[config.mk]
export PLATFORM = sky130hd
export DESIGN_NAME = ratio_tick_gen
export DESIGN_NICKNAME = d
export VERILOG_FILES = /design/src/rtl/ratio_tick_pkg.sv /design/src/rtl/ratio_cfg_check.sv /design/src/rtl/ratio_phase_acc.sv /design/src/rtl/ratio_ctrl.sv /design/src/rtl/ratio_tick_gen.sv
export SDC_FILE = /design/constraint.sdc
export NUM_CORES = 1
export LEC_CHECK = 0
export BUFFER_PORTS_ARGS = -buffer_cell sky130_fd_sc_hd__buf_4
export CORE_MARGIN = 4
export CORE_UTILIZATION = 61
export CTS_BUF_LIST = sky130_fd_sc_hd__clkbuf_8
export DETAILED_ROUTE_END_ITERATION = 6
export HOLD_SLACK_MARGIN = 0.03
export PLACE_DENSITY_LB_ADDON = 0.15
export SYNTH_ARGS = -nofsm -noshare
export SYNTH_HDL_FRONTEND = slang
export SYNTH_SLANG_ARGS = --single-unit
[constraint.sdc]
create_clock -name clk -period 4.8 [get_ports clk]
set_clock_uncertainty 0.1 [all_clocks]
set_input_delay 0.96 -clock clk [delete_from_list [all_inputs] [get_ports clk]]
set_output_delay 0.96 -clock clk [all_outputs]
set_load 0.02 [all_outputs]
[src/rtl/ratio_tick_pkg.sv]
package ratio_tick_pkg;

    typedef enum logic [1:0] {
        ST_RUN   = 2'd0,
        ST_ARMED = 2'd1,
        ST_FAULT = 2'd2
    } ctrl_state_e;

endpackage

[src/rtl/ratio_cfg_check.sv]
module ratio_cfg_check #(
    parameter int W = 12
) (
    input  logic [W-1:0] step,
    input  logic [W-1:0] modv,
    output logic         ok
);

    // A usable ratio needs a nonzero step strictly below the modulus.
    always_comb begin
        ok = (step != '0) && (step < modv);
    end

endmodule

[src/rtl/ratio_phase_acc.sv]
module ratio_phase_acc #(
    parameter int W = 12
) (
    input  logic         clk,
    input  logic         rst,
    input  logic         advance,
    input  logic         restart,
    input  logic [W-1:0] step,
    input  logic [W-1:0] modv,
    output logic         wrap,
    output logic [W-1:0] phase,
    output logic         tick_o,
    output logic         late_half_o
);

    localparam int SW = W + 1;

    logic [SW-1:0] sum;
    logic [W-1:0]  rem;
    logic          late_c;

    always_comb begin
        sum    = {1'b0, phase} + {1'b0, step};
        wrap   = (sum >= {1'b0, modv});
        // sum - modv is below the step, so it fits in W bits on a wrap.
        rem    = sum[W-1:0] - modv;
        late_c = ({rem, 1'b0} < {1'b0, step});
    end

    always_ff @(posedge clk) begin
        if (rst) begin
            phase       <= '0;
            tick_o      <= 1'b0;
            late_half_o <= 1'b0;
        end else begin
            tick_o      <= advance && wrap;
            late_half_o <= advance && wrap && late_c;
            if (advance) begin
                if (wrap) begin
                    phase <= restart ? '0 : rem;
                end else begin
                    phase <= sum[W-1:0];
                end
            end
        end
    end

endmodule

[src/rtl/ratio_ctrl.sv]
module ratio_ctrl
    import ratio_tick_pkg::*;
#(
    parameter int W        = 12,
    parameter int DEF_STEP = 66,
    parameter int DEF_MOD  = 980
) (
    input  logic         clk,
    input  logic         rst,
    input  logic         load,
    input  logic         load_ok,
    input  logic [W-1:0] load_step,
    input  logic [W-1:0] load_mod,
    input  logic         wrap,
    output logic [W-1:0] act_step,
    output logic [W-1:0] act_mod,
    output logic         advance,
    output logic         restart,
    output logic         fault
);

    localparam logic         DEF_OK   = (DEF_STEP > 0) && (DEF_STEP < DEF_MOD);
    localparam logic [W-1:0] DEF_S    = W'(DEF_STEP);
    localparam logic [W-1:0] DEF_M    = W'(DEF_MOD);
    localparam ctrl_state_e  ST_START = DEF_OK ? ST_RUN : ST_FAULT;

    ctrl_state_e  state;
    ctrl_state_e  state_nxt;
    logic [W-1:0] pend_step;
    logic [W-1:0] pend_mod;

    // State register.
    always_ff @(posedge clk) begin
        if (rst) begin
            state <= ST_START;
        end else begin
            state <= state_nxt;
        end
    end

    // Next-state decision.
    always_comb begin
        state_nxt = state;
        unique case (state)
            ST_RUN: begin
                if (load && !load_ok)      state_nxt = ST_FAULT;
                else if (load)             state_nxt = ST_ARMED;
            end
            ST_ARMED: begin
                if (load && !load_ok)      state_nxt = ST_FAULT;
                else if (load)             state_nxt = ST_ARMED;
                else if (wrap)             state_nxt = ST_RUN;
            end
            ST_FAULT: begin
                state_nxt = ST_FAULT;
            end
            default: begin
                state_nxt = ST_FAULT;
            end
        endcase
    end

    // Outputs decoded from the current state.
    always_comb begin
        advance = 1'b0;
        restart = 1'b0;
        fault   = 1'b0;
        unique case (state)
            ST_RUN: begin
                advance = 1'b1;
            end
            ST_ARMED: begin
                advance = 1'b1;
                restart = wrap;
            end
            ST_FAULT: begin
                fault = 1'b1;
            end
            default: begin
                fault = 1'b1;
            end
        endcase
    end

    // Waiting and active ratio registers.
    always_ff @(posedge clk) begin
        if (rst) begin
            pend_step <= DEF_S;
            pend_mod  <= DEF_M;
            act_step  <= DEF_S;
            act_mod   <= DEF_M;
        end else begin
            if (load && load_ok && (state != ST_FAULT)) begin
                pend_step <= load_step;
                pend_mod  <= load_mod;
            end
            if ((state == ST_ARMED) && wrap) begin
                act_step <= pend_step;
                act_mod  <= pend_mod;
            end
        end
    end

endmodule

[src/rtl/ratio_tick_gen.sv]
module ratio_tick_gen #(
    parameter int W        = 12,
    parameter int DEF_STEP = 66,
    parameter int DEF_MOD  = 980
) (
    input  logic         clk,
    input  logic         rst,
    input  logic         cfg_load,
    input  logic [W-1:0] cfg_step,
    input  logic [W-1:0] cfg_mod,
    output logic         tick_o,
    output logic         late_half_o,
    output logic         fault_o
);

    logic         cfg_ok_w;
    logic         wrap_w;
    logic         advance_w;
    logic         restart_w;
    logic [W-1:0] act_step_w;
    logic [W-1:0] act_mod_w;
    logic [W-1:0] phase_w;

    ratio_cfg_check #(.W(W)) u_check (
        .step (cfg_step),
        .modv (cfg_mod),
        .ok   (cfg_ok_w)
    );

    ratio_ctrl #(
        .W        (W),
        .DEF_STEP (DEF_STEP),
        .DEF_MOD  (DEF_MOD)
    ) u_ctrl (
        .clk       (clk),
        .rst       (rst),
        .load      (cfg_load),
        .load_ok   (cfg_ok_w),
        .load_step (cfg_step),
        .load_mod  (cfg_mod),
        .wrap      (wrap_w),
        .act_step  (act_step_w),
        .act_mod   (act_mod_w),
        .advance   (advance_w),
        .restart   (restart_w),
        .fault     (fault_o)
    );

    ratio_phase_acc #(.W(W)) u_acc (
        .clk         (clk),
        .rst         (rst),
        .advance     (advance_w),
        .restart     (restart_w),
        .step        (act_step_w),
        .modv        (act_mod_w),
        .wrap        (wrap_w),
        .phase       (phase_w),
        .tick_o      (tick_o),
        .late_half_o (late_half_o)
    );

endmodule

==> metrics, run 1 <==
min cycle time layout 4.31 ns; Slew HR 20.6%; crit-path cells ha_1 -> a211oi_1 -> o21bai_1 -> a2111o_1 -> a31o_2 -> a21oi_1 -> xnor2_1 -> ha_1 -> o21a_1 -> o31a_1 -> o31a_1 -> or2_1 -> and3_1 -> a311o_1; CP endpoint kind register; Die W 91.5 um; mapped cell area 4250 um^2; area delta synth->final 11.2%; GRT met1 Usage 30.9%; n_diodes 0; post-CTS setup buffers 0; met3 GRT Util 4.72%; crit path from u_ctrl.act_step[1]$_SDFFE_PP1P_; Slowest Stage Delay on Critical Path 0.47 ns; Iteration-0 DRC Markers 182; cell area after layout 4730 um^2; max-cap check violation count 0; worst reg2reg path depth 14; RSZ-0062 raised after global routing false; EDFF count, synth 0; largest net degree at the start of global routing 87; buffers added on ports 29; DR vias/cell 5.85; Top Usage Layer GRT met2; M2 GR Usage 39.5%; maximum clock frequency 232 MHz; hold crit path type reg -> reg; vias in the first global route 3611; FF-to-FF End u_acc.phase[3]$_SDFFE_PP0N_; Layout Cells excl Fill 632; dpl cells 617; post-DP HPWL 7.44 mm; final hold viol count 0; CTS buffer count 9; GPL Wtd Cong 0.967; root buffer cell clkbuf_8; final setup fails 0; initial antenna violation count 0; full die area 8370 um^2; cts hold-fix bufs 0; Crit path depth 14; #FFs+latches synth 64; ys flop type dfxtp_1; Final #Nets 607; end point of the critical path u_acc.phase[3]$_SDFFE_PP0N_; Pleak 2.10 nW; Critical R2R Launch u_ctrl.act_step[1]$_SDFFE_PP1P_; First-pass DRT Iterations 5; slack of the worst reg-to-reg path 0.49 ns; register area share after synthesis 30.1%; Worst Path Arrival 4.45 ns; Pwr per Cell Area 270 nW/um^2; CTS tree done; TNS Setup 0 ns; Cells after Synth 511; kind of critical path reg -> reg; status finished, final reports clean; residual DRC count 0; Worst EP required 4.93 ns; row count 30; IO Count 30; number of library cell types mapped by synthesis 56; period utilization 89.8%; Synth Area per Inst 8.32 um^2; PostCTS Resize Cnt 0; Total GRT Usage 24.5%; Buf/Inv on CP 0; final max-slew violation count 0; CP max stage cell a2111o_1; type of origin of the critical path register; Max VDD drop 0.225 mV; DP Area 4530 um^2; clk buf depth 2; final WL 9.73 mm; vias 3699; async set or reset register ratio after synthesis 0%; Starting Density 62.6%; cell family with most CP delay compound AO/OA/AOI/OAI gates; Syn Nets 586; Synth warnings 0; Slew @ Worst Pin 1.19 ns; clk sinks 64; crit path max fanout 10; total grt overflow 0; fraction of layout instances using a drive strength above 1 11.9%; WL/cell 15.4 um; worst-skew pair later-pin latency 0.35 ns; Pwr Total 1.28 mW; Vert. Die Dim 91.5 um; Core Region 6790 um^2; clk slew on worst S/H paths 0.08 ns; first-pass GRT wire length 16.4 mm; antenna-violating nets left 0; H-tree depth 3; final hold slack 0.381 ns
tightest hold or removal path: stages (launching register included):
cell and delay [ns]:
dfxtp_1 0.30, nand2b_1 0.07, mux2i_1 0.06
power breakdown:
group          leakage (nW)  internal (mW)  total [mW]  switching (mW)
combinational          1.49          0.111       0.249           0.139
clock                0.0879          0.239       0.462           0.223
sequential            0.521          0.553       0.566          0.0130
cell type report:
| class | instances | area [um^2] |
|---|---|---|
| Fill cell | 582 | 2070 |
| Multi-Input combinational cell | 381 | 2710 |
| Tap cell | 96 | 120 |
| Clock inverter | 6 | 70.1 |
| Sequential cell | 64 | 1280 |
| Clock buffer | 9 | 124 |
| Timing Repair Buffer | 33 | 260 |
| Inverter | 43 | 161 |
stage by stage:
stage	setup slack [ns]	utilization, %
6_report	0.487	69.6
3_5_place_dp	0.529	66.7
5_1_grt	0.239	69.6
4_1_cts	0.481	69.6
3_3_place_gp	0.562	66.7
2_1_floorplan	0.893	-
cells in the mapped netlist (all sizes together), types with 4 or more instances:
cell type	n	share of area [%]
a211oi	7	1.4
a21o	7	1.2
a21oi	25	2.9
a31o	5	1.0
a31oi	6	0.88
buf	7	1.1
clkbuf	16	1.4
dfxtp	64	30
ha	46	14
inv	43	3.8
mux2i	26	6.1
nand2	22	1.9
nand2b	26	3.8
nand3	23	2.7
nand3b	11	1.9
nor2	53	4.7
nor2b	9	1.3
nor3	12	1.4
o211ai	4	0.94
o21ai	31	3.7
o41ai	7	1.4
xnor2	12	2.5
xor2	5	1.0
per-layer routing:
metal,wire length (um),part of all wire (%)
met1,4480,46
met2,4490,46
met3,477,4.9
met4,283,2.9
met5,0,0
worst min path at each step:
stage,endpoint,cells past startpoint,slack [ns],start
after CTS,u_ctrl.pend_step[4]$_SDFFE_PP0P_,2,0.38,u_ctrl.pend_step[4]$_SDFFE_PP0P_
final,u_ctrl.pend_step[4]$_SDFFE_PP0P_,2,0.38,u_ctrl.pend_step[4]$_SDFFE_PP0P_
after global routing,u_acc.phase[2]$_SDFFE_PP0N_,2,0.40,u_acc.phase[2]$_SDFFE_PP0N_
after floorplan,u_acc.phase[10]$_SDFFE_PP0N_,2,0.34,u_acc.phase[10]$_SDFFE_PP0N_
after detailed placement,u_acc.phase[11]$_SDFFE_PP0N_,2,0.37,u_acc.phase[11]$_SDFFE_PP0N_
after global placement,u_acc.phase[11]$_SDFFE_PP0N_,2,0.35,u_acc.phase[11]$_SDFFE_PP0N_
flip-flops by register name, indices dropped and copies added (netlist names):
signal and count:
u_acc.phase 12, u_acc.tick_o 1, u_ctrl.pend_mod 12, u_ctrl.pend_step 12
u_acc.late_half_o 1, u_ctrl.state 2, u_ctrl.act_step 12, u_ctrl.act_mod 12
cells by family (layout without fill, tap and decap cells):
kind of cell	count (synthesis)	count (layout)	synth area share, %
compound gates	114	114	18.1
xor+xnor	17	17	3.50
fa+ha+maj	48	48	14.5
buf+inv	66	91	6.27
flops	64	64	30.1
mux	26	26	6.12
simple gates	176	176	21.3
cells in the final DEF, fill, tap and decap left out, drive strengths merged, types with 9 or more instances in the layout:
cell type,count
clkbuf,9
dfxtp,64
mux2i,26
xnor2,12
o21ai,31
nor2,53
nand3,23
buf,33
nand3b,11
nor2b,9
a21oi,25
nor3,12
nand2,22
ha,46
inv,44
nand2b,26
(Power assumes the default switching activity.)
==> run 2, diff against run 1 <==
clock period = 4.3 ns   (was 4.8 ns; I/O delays follow)
==> metrics, run 2 (same netlist as run 1, synthesis figures left out) <==
commonest non-fill, non-tap cell in the layout dfxtp_1 (unchanged); met2 WL 4.81 mm (was 4.49 mm); cts hold-fix bufs 0 (unchanged); fraction of layout instances using a drive strength above 1 14.6% (was 11.9%); max-cap check violation count 0 (unchanged); Total GRT Usage 24.7% (was 24.5%); WL met1 4.75 mm (was 4.48 mm); DR vias/cell 5.77 (was 5.85); final hold slack 0.381 ns (about the same); WL/cell 16.1 um (was 15.4 um); final setup margin 0.157 ns (was 0.487 ns); IO Count 30 (unchanged); crit path max fanout 7 (was 10); Slew @ Worst Pin 0.756 ns (was 1.19 ns); final max-slew violation count 0 (unchanged); DP Area 4590 um^2 (was 4530 um^2); Pwr per Cell Area 298 nW/um^2 (was 270 nW/um^2); commonest cells after routing, fill and taps aside 63 x dfxtp_1, 52 x nor2_1, 46 x ha_1, 44 x inv_1, 42 x buf_4 (was 64 x dfxtp_1, 52 x nor2_1, 46 x ha_1, 43 x inv_1, 32 x buf_4); CTS buffer count 9 (unchanged); Vert. Die Dim 91.5 um (unchanged); clk sinks 64 (unchanged); maximum clock frequency 241 MHz (was 232 MHz); final setup fails 0 (unchanged); final hold viol count 0 (unchanged); Iteration-0 DRC Markers 187 (was 182); type of origin of the critical path register (unchanged); kind of critical path reg -> reg (unchanged); final WL 10.4 mm (was 9.73 mm); Worst EP required 4.44 ns (was 4.93 ns); GPL Wtd Cong 0.952 (was 0.967); n_diodes 0 (unchanged); Max VDD drop 0.221 mV (was 0.225 mV); H-tree depth 3 (unchanged); top sig layer met4 (unchanged); first-pass GRT wire length 16.4 mm (about the same); TNS Setup 0 ns (unchanged); row count 30 (unchanged); pre-CTS WS 0.153 ns (was 0.529 ns); min cycle time layout 4.14 ns (was 4.31 ns); cell area after layout 4860 um^2 (was 4730 um^2); residual DRC count 0 (unchanged); CTS tree done (unchanged); vias 3719 (was 3699); Met3 Wirelength 489 um (was 477 um); clk slew on worst S/H paths 0.07 ns (was 0.08 ns); Slew HR 49.4% (was 20.6%); FILL cells 531 (was 582); root buffer cell clkbuf_8 (unchanged); hold crit path type reg -> reg (unchanged); CP endpoint kind register (unchanged); Worst Path Arrival 4.28 ns (was 4.45 ns); Pleak 2.18 nW (was 2.10 nW); clk buf depth 2 (unchanged); post-DP HPWL 7.75 mm (was 7.44 mm); Die W 91.5 um (unchanged); Starting Density 62.6% (unchanged); Core Region 6790 um^2 (unchanged); status finished, final reports clean (unchanged); vias in the first global route 3535 (was 3611); total grt overflow 0 (unchanged); worst-skew pair later-pin latency 0.35 ns (about the same); initial antenna violation count 0 (unchanged); First-pass DRT Iterations 5 (unchanged); buffers added on ports 29 (unchanged); full die area 8370 um^2 (unchanged); area delta synth->final 14.3% (was 11.2%); largest net degree at the start of global routing 84 (was 87); Final #Nets 618 (was 607); antenna-violating nets left 0 (unchanged); period utilization 96.3% (was 89.8%)
run 2: changes by cell type in the layout (fill, tap and decap cells not counted), moves of 2 or more:
cell        previous run  this run
a211oi_1               6         4
a211oi_2               1         3
buf_4                 32        42
clkinv_2               0         2
clkinvlp_4             3         1
run 2: critical path, stage by stage (launching register included):
cell and delay (ns):
dfxtp_1 0.33, ha_1 0.25, fa_1 0.46, a211oi_2 0.29
o211ai_1 0.20, a31o_2 0.27, a21oi_1 0.18, xnor2_1 0.23
ha_1 0.35, nand3_1 0.14, o31a_1 0.19, o211ai_2 0.22
or2_4 0.35, and3_1 0.17, a311o_1 0.30
run 2: final timing paths:
kind,start,endpoint,slack [ns],depth (start not counted)
max reg2reg,u_ctrl.act_step[0]$_SDFFE_PP0P_,u_acc.phase[3]$_SDFFE_PP0N_,0.16,14
min,u_acc.phase[2]$_SDFFE_PP0N_,u_acc.phase[2]$_SDFFE_PP0N_,0.38,2
max,u_ctrl.act_step[0]$_SDFFE_PP0P_,u_acc.phase[3]$_SDFFE_PP0N_,0.16,14
min reg2reg,u_acc.phase[2]$_SDFFE_PP0N_,u_acc.phase[2]$_SDFFE_PP0N_,0.38,2
run 2: area by class of cell:
class | instances | area [um^2] | area share (%)
multi-input combinational | 381 | 2740 | 56.3
sequential | 64 | 1280 | 26.4
timing repair buffer | 44 | 360 | 7.42
inverter | 43 | 161 | 3.32
clock buffer | 10 | 138 | 2.83
tap | 96 | 120 | 2.47
clock inverter | 6 | 60.1 | 1.24
run 2: timing repair:
item,4_1_cts,5_1_grt
resized for setup,0,7
setup buffers,0,2
endpoints found under the setup margin,0,14
run 2: power by group:
part | total (mW) | internal, mW | switching [mW]
clock network | 0.524 | 0.280 | 0.243
registers | 0.633 | 0.617 | 0.0156
logic | 0.289 | 0.127 | 0.161
total | 1.45 | 1.02 | 0.420
run 2: routing by layer:
metal,vias up,GRT usage [%]
met5,-,0
met4,0,11.6
met3,24,4.72
met2,117,41.0
met1,1698,30.8
li1,1880,-
run 2: stage by stage:
step | util [%] | power [mW] | instances
after floorplan | - | 0.837 | 511
after global placement | 67.6 | 0.917 | 625
after detailed placement | 67.6 | 0.926 | 625
after CTS | 70.5 | 1.45 | 641
after global routing | 71.5 | 1.51 | 644
final | 71.5 | 1.45 | 644
